[src/rtl/fir4_fold_pkg.sv]
package fir4_fold_pkg;

  // Tag that travels with each tap group through the pipeline
  typedef struct packed {
    logic vld;    // a tap group occupies this stage
    logic first;  // first group of an output sample
    logic last;   // last group of an output sample
  } grp_tag_t;

  // Signed product of two sign-extended operands
  function automatic int tap_product(int a, int b);
    return a * b;
  endfunction

  // Two's complement sum; caller keeps the low bits it needs
  function automatic int wrap_sum(int a, int b);
    return a + b;
  endfunction

  // Position in the delay line of lane k within group g
  function automatic int tap_index(int g, int k, int lanes);
    return g * lanes + k;
  endfunction

endpackage

[src/rtl/fir_delay_line.sv]
module fir_delay_line #(
  parameter int DATA_W = 8,
  parameter int TAPS   = 8
) (
  input  logic                     clk,
  input  logic                     rst_n,
  input  logic                     shift_en,
  input  logic signed [DATA_W-1:0] din,
  output logic signed [DATA_W-1:0] taps_o [TAPS]
);

  logic signed [DATA_W-1:0] hist_q [TAPS];

  always_ff @(posedge clk or negedge rst_n) begin
    if (!rst_n) hist_q[0] <= '0;
    else if (shift_en) hist_q[0] <= din;
  end

  for (genvar i = 1; i < TAPS; i++) begin : g_stage
    always_ff @(posedge clk or negedge rst_n) begin
      if (!rst_n) hist_q[i] <= '0;
      else if (shift_en) hist_q[i] <= hist_q[i-1];
    end
  end

  assign taps_o = hist_q;

endmodule

[src/rtl/fir_coef_bank.sv]
module fir_coef_bank #(
  parameter int COEF_W = 8,
  parameter int TAPS   = 8,
  localparam int CA_W  = $clog2(TAPS)
) (
  input  logic                     clk,
  input  logic                     rst_n,
  input  logic                     we,
  input  logic [CA_W-1:0]          addr,
  input  logic signed [COEF_W-1:0] wdata,
  output logic signed [COEF_W-1:0] coef_o [TAPS]
);

  logic signed [COEF_W-1:0] coef_q [TAPS];

  for (genvar i = 0; i < TAPS; i++) begin : g_reg
    always_ff @(posedge clk or negedge rst_n) begin
      if (!rst_n) coef_q[i] <= '0;
      else if (we && (addr == CA_W'(i))) coef_q[i] <= wdata;
    end
  end

  assign coef_o = coef_q;

endmodule

[src/rtl/fir_group_seq.sv]
module fir_group_seq
  import fir4_fold_pkg::*;
#(
  parameter int GROUPS = 2,
  localparam int GI_W  = (GROUPS > 1) ? $clog2(GROUPS) : 1
) (
  input  logic            clk,
  input  logic            rst_n,
  input  logic            accept,
  output logic            ready,
  output logic [GI_W-1:0] grp_idx,
  output grp_tag_t        tag
);

  logic            busy_q;
  logic [GI_W-1:0] gcnt_q;
  logic            at_last;

  assign at_last = busy_q && (gcnt_q == GI_W'(GROUPS - 1));
  assign ready   = !busy_q || at_last;

  always_ff @(posedge clk or negedge rst_n) begin
    if (!rst_n) begin
      busy_q <= 1'b0;
      gcnt_q <= '0;
    end else if (accept) begin
      busy_q <= 1'b1;
      gcnt_q <= '0;
    end else if (at_last) begin
      busy_q <= 1'b0;
      gcnt_q <= '0;
    end else if (busy_q) begin
      gcnt_q <= gcnt_q + 1'b1;
    end
  end

  assign grp_idx   = gcnt_q;
  assign tag.vld   = busy_q;
  assign tag.first = busy_q && (gcnt_q == '0);
  assign tag.last  = at_last;

endmodule

[src/rtl/fir_mul_stage.sv]
module fir_mul_stage
  import fir4_fold_pkg::*;
#(
  parameter int DATA_W = 8,
  parameter int COEF_W = 8,
  parameter int ACC_W  = 16,
  parameter int LANES  = 4
) (
  input  logic                     clk,
  input  logic                     rst_n,
  input  grp_tag_t                 tag_i,
  input  logic signed [DATA_W-1:0] a_i [LANES],
  input  logic signed [COEF_W-1:0] b_i [LANES],
  output grp_tag_t                 tag_o,
  output logic signed [ACC_W-1:0]  p_o [LANES]
);

  grp_tag_t tag_q;

  for (genvar k = 0; k < LANES; k++) begin : g_lane
    int                      full;
    logic signed [ACC_W-1:0] prod_q;

    always_comb full = tap_product(int'(a_i[k]), int'(b_i[k]));

    always_ff @(posedge clk or negedge rst_n) begin
      if (!rst_n) prod_q <= '0;
      else prod_q <= full[ACC_W-1:0];
    end

    assign p_o[k] = prod_q;
  end

  always_ff @(posedge clk or negedge rst_n) begin
    if (!rst_n) tag_q <= '0;
    else tag_q <= tag_i;
  end

  assign tag_o = tag_q;

endmodule

[src/rtl/fir_adder_tree.sv]
module fir_adder_tree
  import fir4_fold_pkg::*;
#(
  parameter int ACC_W   = 16,
  parameter int LANES   = 4,
  localparam int LEVELS = $clog2(LANES)
) (
  input  logic                    clk,
  input  logic                    rst_n,
  input  grp_tag_t                tag_i,
  input  logic signed [ACC_W-1:0] in_i [LANES],
  output grp_tag_t                tag_o,
  output logic signed [ACC_W-1:0] sum_o
);

  // One registered level per halving of the operand count
  for (genvar lv = 0; lv <= LEVELS; lv++) begin : g_lvl
    localparam int CNT = LANES >> lv;
    logic signed [ACC_W-1:0] node [CNT];
    grp_tag_t                tag;

    if (lv == 0) begin : g_in
      assign node = in_i;
      assign tag  = tag_i;
    end else begin : g_add
      for (genvar j = 0; j < CNT; j++) begin : g_pair
        int pair_sum;
        always_comb pair_sum = wrap_sum(int'(g_lvl[lv-1].node[2*j]),
                                        int'(g_lvl[lv-1].node[2*j+1]));
        always_ff @(posedge clk or negedge rst_n) begin
          if (!rst_n) node[j] <= '0;
          else node[j] <= pair_sum[ACC_W-1:0];
        end
      end
      always_ff @(posedge clk or negedge rst_n) begin
        if (!rst_n) tag <= '0;
        else tag <= g_lvl[lv-1].tag;
      end
    end
  end

  assign sum_o = g_lvl[LEVELS].node[0];
  assign tag_o = g_lvl[LEVELS].tag;

endmodule

[src/rtl/fir_accum.sv]
module fir_accum
  import fir4_fold_pkg::*;
#(
  parameter int ACC_W = 16
) (
  input  logic                    clk,
  input  logic                    rst_n,
  input  grp_tag_t                tag_i,
  input  logic signed [ACC_W-1:0] sum_i,
  output logic                    res_valid,
  output logic signed [ACC_W-1:0] res_data
);

  logic signed [ACC_W-1:0] acc_q;
  logic                    done_q;
  int                      run_sum;

  always_comb run_sum = wrap_sum(int'(acc_q), int'(sum_i));

  always_ff @(posedge clk or negedge rst_n) begin
    if (!rst_n) begin
      acc_q  <= '0;
      done_q <= 1'b0;
    end else begin
      done_q <= tag_i.vld && tag_i.last;
      if (tag_i.vld) begin
        if (tag_i.first) acc_q <= sum_i;
        else acc_q <= run_sum[ACC_W-1:0];
      end
    end
  end

  assign res_valid = done_q;
  assign res_data  = acc_q;

endmodule

[src/rtl/fir4_fold_engine.sv]
module fir4_fold_engine
  import fir4_fold_pkg::*;
#(
  parameter int DATA_W = 8,
  parameter int COEF_W = 8,
  parameter int ACC_W  = 16,
  parameter int TAPS   = 8,
  parameter int LANES  = 4,
  localparam int CA_W  = $clog2(TAPS)
) (
  input  logic                     clk,
  input  logic                     rst_n,
  input  logic                     smp_valid,
  input  logic signed [DATA_W-1:0] smp_data,
  output logic                     smp_ready,
  input  logic                     coef_we,
  input  logic [CA_W-1:0]          coef_addr,
  input  logic signed [COEF_W-1:0] coef_data,
  output logic                     res_valid,
  output logic signed [ACC_W-1:0]  res_data
);

  localparam int GROUPS = TAPS / LANES;
  localparam int LEVELS = $clog2(LANES);
  localparam int GI_W   = (GROUPS > 1) ? $clog2(GROUPS) : 1;

  // Named internal events for the checker
  logic                     accept_evt;
  logic                     last_issue_evt;
  logic signed [DATA_W-1:0] dl_head;

  logic signed [DATA_W-1:0] dl_taps [TAPS];
  logic signed [COEF_W-1:0] coefs   [TAPS];
  logic signed [DATA_W-1:0] mul_a   [LANES];
  logic signed [COEF_W-1:0] mul_b   [LANES];
  logic signed [ACC_W-1:0]  prods   [LANES];
  logic signed [ACC_W-1:0]  tree_sum;
  logic [GI_W-1:0]          grp_idx;
  grp_tag_t                 tag_issue, tag_mul, tag_tree;

  assign accept_evt     = smp_valid && smp_ready;
  assign last_issue_evt = tag_issue.last;
  assign dl_head        = dl_taps[0];

  fir_delay_line #(.DATA_W(DATA_W), .TAPS(TAPS)) u_dline (
    .clk(clk), .rst_n(rst_n), .shift_en(accept_evt), .din(smp_data), .taps_o(dl_taps)
  );

  fir_coef_bank #(.COEF_W(COEF_W), .TAPS(TAPS)) u_coefs (
    .clk(clk), .rst_n(rst_n), .we(coef_we), .addr(coef_addr), .wdata(coef_data),
    .coef_o(coefs)
  );

  fir_group_seq #(.GROUPS(GROUPS)) u_seq (
    .clk(clk), .rst_n(rst_n), .accept(accept_evt), .ready(smp_ready),
    .grp_idx(grp_idx), .tag(tag_issue)
  );

  // Route the current group's window onto the lanes
  for (genvar k = 0; k < LANES; k++) begin : g_route
    always_comb begin
      mul_a[k] = dl_taps[tap_index(int'(grp_idx), k, LANES)];
      mul_b[k] = coefs[tap_index(int'(grp_idx), k, LANES)];
    end
  end

  fir_mul_stage #(.DATA_W(DATA_W), .COEF_W(COEF_W), .ACC_W(ACC_W), .LANES(LANES)) u_mul (
    .clk(clk), .rst_n(rst_n), .tag_i(tag_issue), .a_i(mul_a), .b_i(mul_b),
    .tag_o(tag_mul), .p_o(prods)
  );

  fir_adder_tree #(.ACC_W(ACC_W), .LANES(LANES)) u_tree (
    .clk(clk), .rst_n(rst_n), .tag_i(tag_mul), .in_i(prods),
    .tag_o(tag_tree), .sum_o(tree_sum)
  );

  fir_accum #(.ACC_W(ACC_W)) u_acc (
    .clk(clk), .rst_n(rst_n), .tag_i(tag_tree), .sum_i(tree_sum),
    .res_valid(res_valid), .res_data(res_data)
  );

endmodule

[config.mk]
export PLATFORM = sky130hd
export DESIGN_NAME = fir4_fold_engine
export DESIGN_NICKNAME = d
export VERILOG_FILES = /design/src/rtl/fir4_fold_pkg.sv /design/src/rtl/fir_delay_line.sv /design/src/rtl/fir_coef_bank.sv /design/src/rtl/fir_group_seq.sv /design/src/rtl/fir_mul_stage.sv /design/src/rtl/fir_adder_tree.sv /design/src/rtl/fir_accum.sv /design/src/rtl/fir4_fold_engine.sv
export SDC_FILE = /design/constraint.sdc
export NUM_CORES = 1
export LEC_CHECK = 0
export BUFFER_PORTS_ARGS = -buffer_cell sky130_fd_sc_hd__buf_2
export CORE_AREA = 3 3 194 196
export DETAILED_ROUTE_END_ITERATION = 6
export DIE_AREA = 0 0 197 199
export GPL_TIMING_DRIVEN = 0
export PLACE_DENSITY = 0.76
export SYNTH_ARGS = -nofsm -noshare
export SYNTH_HDL_FRONTEND = slang
export SYNTH_SLANG_ARGS = --single-unit
[constraint.sdc]
create_clock -name clk -period 6.35 [get_ports clk]
set_input_delay 0.3175 -clock clk [delete_from_list [all_inputs] [get_ports clk]]
set_output_delay 0.3175 -clock clk [all_outputs]
set_load 0.1 [all_outputs]
# Word level (Yosys, flattened, before mapping)
# Index checks and enable logic that the tools add are counted.
# totals
ff_bits	268
latchBits	0
ramBits	0
mem_bits_ro	0
mem_count	0
# op_classes
addsub	8
multipliers	4
div_mod_pow	0
magnitude_cmp	4
n_eq_ne	7
n_shift	0
n_mux	30
bitwise_logic	5
n_reduce_logical	17
# op_table
cell	n
binary-select mux 8 bit (select 3 bit)	8
greater-or-equal comparator 32 x 4 -> 1 bit (second input constant)	4
two-way mux 8 bit	16
NOT 4 -> 32 bit	3
adder 16 bit	4
multiplier 8 x 8 -> 16 bit	4
NOT 3 -> 32 bit	1
two-way mux 16 bit	1
== test 3 bit (second input constant)	4
logical AND 1 bit	12
adder 3 x 2 -> 4 bit (second input constant)	2
== test 3 x 2 -> 1 bit (second input constant)	2
two-way mux 1 bit	5
adder 3 x 1 -> 4 bit (second input constant)	1
== test 3 x 1 -> 1 bit (second input constant)	1
logical NOT 3 bit	1
nonzero test 3 bit	1
nonzero test 2 bit	1
adder 1 bit (second input constant)	1
logical NOT 1 bit	1
logical OR 1 bit	1
NOT 1 bit	1

# Logic depth before layout (Yosys ltp)
# logic_depth
depth_word	6
mapped_depth	22
mapped_depth_nobuf	19

# Cells and area by module
# Synthesis repeated with hierarchy kept, for this count alone.
# unflattened
hier_cells	2076
hier_area_um2	22977.0
# by_module_without_submodules
module	instances	cells_each	area_per_inst_um2
fir_mul_stage	1	1188	11627.4
fir_adder_tree	1	344	3497.1
fir_delay_line	1	135	2678.8
fir_coef_bank	1	143	2452.4
fir_accum	1	184	1526.5
fir4_fold_engine	1	72	1083.5
fir_group_seq	1	10	111.4

# Worst setup path before layout
# Ideal clock, no wire load.
# synth_path
kind	register to register
startpoint	register u_seq.gcnt_q, in the netlist u_seq.grp_idx
endpoint	register u_mul.g_lane[0].prod_q[14]
setup_ps	131
t_arrival_ps	5269
setup_slack_ps	949
stages_incl_launch_ff	22
period_less_slack_ps	5401
path_cell_list	dfrtp_1 > clkbuf_1 > buf_2 > buf_2 > mux2i_1 > nor2_1 > fa_1 > inv_1 > fa_1 > inv_1 > fa_1 > inv_1 > fa_1 > inv_1 > ha_1 > a21oi_1 > o21bai_1 > a21oi_1 > o21bai_1 > a21oi_1 > nor4bb_1 > or3_1
# synth_rtl
element	line_no	source
start, declared	fir_group_seq.sv:16	logic [GI_W-1:0] gcnt_q;
start signal, assigned	fir_group_seq.sv:33	gcnt_q <= gcnt_q + 1'b1;
end signal, assigned	fir_mul_stage.sv:28	else prod_q <= full[ACC_W-1:0];
end, declared	fir_mul_stage.sv:22	logic signed [ACC_W-1:0] prod_q;

==> metrics.yaml <==
sta:
  timing.max_slew.rel_slack_pct: 15.2
  maxSlewViolCount: 0
  tightest_slew_ns: 1.26
  clock_skew_ns: 0.0156
  peak_clock_frequency_supported_by_timing_mhz: 163
  setup_violations: 0
  period_needed_ns: 6.12
  hold_violations: 0
  worst_slack_ns: 0.230
  holdWs_ns: 0.00957
  min_period_over_period_pct: 96.4
floorplanning:
  number_of_placement_rows: 70
  core-area_um2: 36300
  initial_core_util_pct: 59.5
  total_die_area_um2: 39200
  floorplan.io_pins: 41
  die_h_um: 199
  die-width_um: 197
placement:
  placement.cell_area_um2: 22400
  placement.io_buffers: 36
  preCtsSetupSlack_ns: -0.262
  finalWeightedCongestion: 0.919
  place.detailed.hpwl_mm: 34.6
synthesis:
  yosys_register_bits: 268
  synth_warnings: 0
  synth_xor_xnor_area_share_pct: 4.47
  post_synth_and_or_nand_nor_area_fraction_pct: 10.0
  synth-async-reset-ratio_pct: 100
  seq_area_frac_synth_pct: 31.1
  synthCells: 2038
  synth_compound_gate_area_share_pct: 6.22
  mappedNetlistNets: 2461
  number_of_synthesized_flops_with_an_enable_pin: 0
  yosys.cell_types.count: 67
  synth_top_family_by_area: "adder cells"
  synth.mux.area_fraction_pct: 10.3
  synth-main-ff-cell: "dfrtp_1"
  post_synth_instance_area_um2: 21600
  mean_instance_size_in_the_synthesized_netlist_um2: 10.6
  synth-adder-area-share_pct: 31.0
global_routing:
  pin_count_of_the_biggest_net_entering_global_routing: 125
  first_global_vias: 15100
  grt_overflow: 0
  track_usage_pct: 23.3
  global_route_wire_length_before_repair_mm: 73.9
  grt_antenna_before_repair: 0
clocking:
  ctsRootBufferMaster: "clkbuf_16"
  clkSlewWorstSetupHoldPaths_ns: 0.06
  ctsHtreeMaxLevel: 1
  tritoncts: "done"
  cts_made_buffers: 30
  worstSkewPairLatency_ns: 0.56
  clock_tree.buffer_depth: 3
  cts.sink_count: 268
finish:
  num-nets-final: 2546
  layout.cells.most_common: "inv_1"
  area.sequential_um2: 6710
  area_growth_pct: 10.2
  postLayoutCellArea_um2: 23800
  layout_common_cells: "inv_1, dfrtp_1, nor2_1, fa_1, ha_1"
  area_occupied_by_multi_input_gates_um2: 13600
  layout.filler_cells: 2732
  n_antenna_cell: 0
  drive_above_1_share_pct: 16.2
worst_setup_path:
  worstRegToRegCells: 20
  worstPathBufferInverterCount: 5
  rr_endpoint: "u_mul.g_lane[0].prod_q[14]"
  critical_path_arrival_ns: 6.51
  crit_required_ns: 6.74
  critical_path.cell_chain: "clkbuf_1 > buf_4 > buf_4 > mux2i_4 > nor2_1 > fa_1 > inv_1 > fa_1 > fa_1 > fa_1 > inv_1 > ha_1 > a21o_1 > a21oi_1 > o21bai_1 > a21oi_1 > o21bai_1 > a21oi_1 > nor4bb_1 > or3_1"
  crit_path_largest_cell_delay_ns: 0.50
  critical_path.most_common_cell: "fa_1"
  start_kind: "flip-flop"
  worstSetupStartpoint: "u_seq.grp_idx"
  timing_worst_setup_path_type: "flip-flop to flip-flop"
  cell_type_group_with_the_largest_total_delay_on_the_critical_path: "adder cells"
  crit_path_end: "u_mul.g_lane[0].prod_q[14]"
  crit-reg2reg-launch: "u_seq.grp_idx"
  worst_setup_path_end_kind: "flip-flop"
  timing.reg2reg.setup_slack_ns: 0.23
  crit_path_top_delay_cell: "fa_1"
  critical_path.max_fanout: 10
  critical_path_depth_in_cells: 20
min_path:
  hold_class: "primary input to flip-flop"
status:
  run_status: "completed"
routing:
  via_per_inst: 5.52
  drt_pre_antenna_iters: 5
  route.final.wire_length_mm: 44.6
  wl_per_cell_um: 17.1
  number_of_nets_with_antenna_violations_after_routing: 0
  num_vias: 14400
  detail_route.iter0.violations: 827
  drt_drc_violations_left: 0
job:
  cap_viol_max_count: 0
==> through the flow <==
stage	utilization [%]	TNS [ns]	std cells
2_1_floorplan	-	0	2038
3_3_place_gp	61.6	-0.229	2542
3_5_place_dp	61.8	-0.640	2544
4_1_cts	64.8	-0.0779	2605
5_1_grt	65.6	-0.0850	2613
6_report	65.6	0	2613
==> cell type report <==
class	instances	share of cell area (%)
clock inverter	12	0.437
timing repair buffer	53	1.59
tap	468	2.46
inverter	367	5.79
clock buffer	42	3.69
buffer	25	0.542
multi-input combinational	1378	57.3
sequential	268	28.2
==> synth_stat cells, types with 4 or more instances <==
master / count / area [um2]
dfrtp_1: 268 / 6710
inv_1: 367 / 1380
nor3_1: 14 / 70.1
o211ai_1: 6 / 45.0
a21oi_1: 78 / 390
clkbuf_1: 15 / 56.3
and2_1: 17 / 106
nor2_1: 233 / 875
nand2b_1: 13 / 81.3
nor2b_1: 25 / 156
or3_1: 4 / 25.0
a211oi_1: 5 / 37.5
o21bai_1: 7 / 52.6
nand3b_1: 7 / 52.6
xor2_1: 22 / 193
xnor2_1: 88 / 771
and3_1: 5 / 31.3
o21ai_0: 33 / 165
a21o_1: 19 / 143
nand3_1: 9 / 45.0
nand2_1: 52 / 195
a31oi_1: 6 / 37.5
mux2i_1: 74 / 741
o21a_1: 8 / 60.1
ha_1: 176 / 2200
o21ai_1: 5 / 25.0
buf_2: 9 / 45.0
fa_1: 224 / 4480
or2_2: 57 / 357
mux2_2: 131 / 1480
a21boi_0: 6 / 45.0
==> worst min-delay path by stage <==
stage                                 from            endpoint  slack, ns  cells after the start
floorplan                            rst_n   u_acc.res_data[0]       0.02                      0
global placement    u_tree.g_lvl[1].tag[1]     u_tree.tag_o[1]       0.34                      0
detailed placement                   rst_n   u_coefs.coef_o[7]       0.34                      1
CTS                            smp_data[7]  u_dline.taps_o[63]      0.003                      2
global route                   smp_data[7]  u_dline.taps_o[63]       0.01                      2
finish                         smp_data[7]  u_dline.taps_o[63]       0.01                      2
==> state kept, by name, indices dropped and copies added (netlist names) <==
name                 flops
u_acc.res_data          16
u_mul.g_lane.prod_q     64
u_coefs.coef_o          64
u_tree.g_lvl.node       32
u_tree.sum_o            16
u_tree.tag_o             3
u_seq.busy_q             1
u_dline.taps_o          64
u_mul.tag_o              3
u_seq.grp_idx            1
u_acc.res_valid          1
u_tree.g_lvl.tag         3
==> repair_timing <==
action	in CTS	in global routing
endpoints found under the setup margin	10	12
hold buffers	7	1
endpoints found under the hold margin	78	1
resized for setup	11	49
pin swaps	0	0
setup buffers	0	7
==> cells by family (layout without fill, tap and decap cells) <==
group / after synthesis / count (layout)
xor+xnor: 110 / 110
compound gates: 208 / 208
fa+ha+maj: 400 / 400
buf+inv: 392 / 499
simple gates: 455 / 455
mux: 205 / 205
flops: 268 / 268
==> layer usage <==
layer / up-vias / global-route usage, % / wire, um
li1: 6718 / - / -
met4: 0 / 5.76 / 1180
met2: 382 / 40.6 / 22000
met5: - / 0 / 0
met1: 7257 / 31.3 / 19300
met3: 79 / 3.20 / 2140
Power is left out: the tool's default activity adds up to more than one toggle a clock period on the data nets, which glitch-free logic cannot reach.
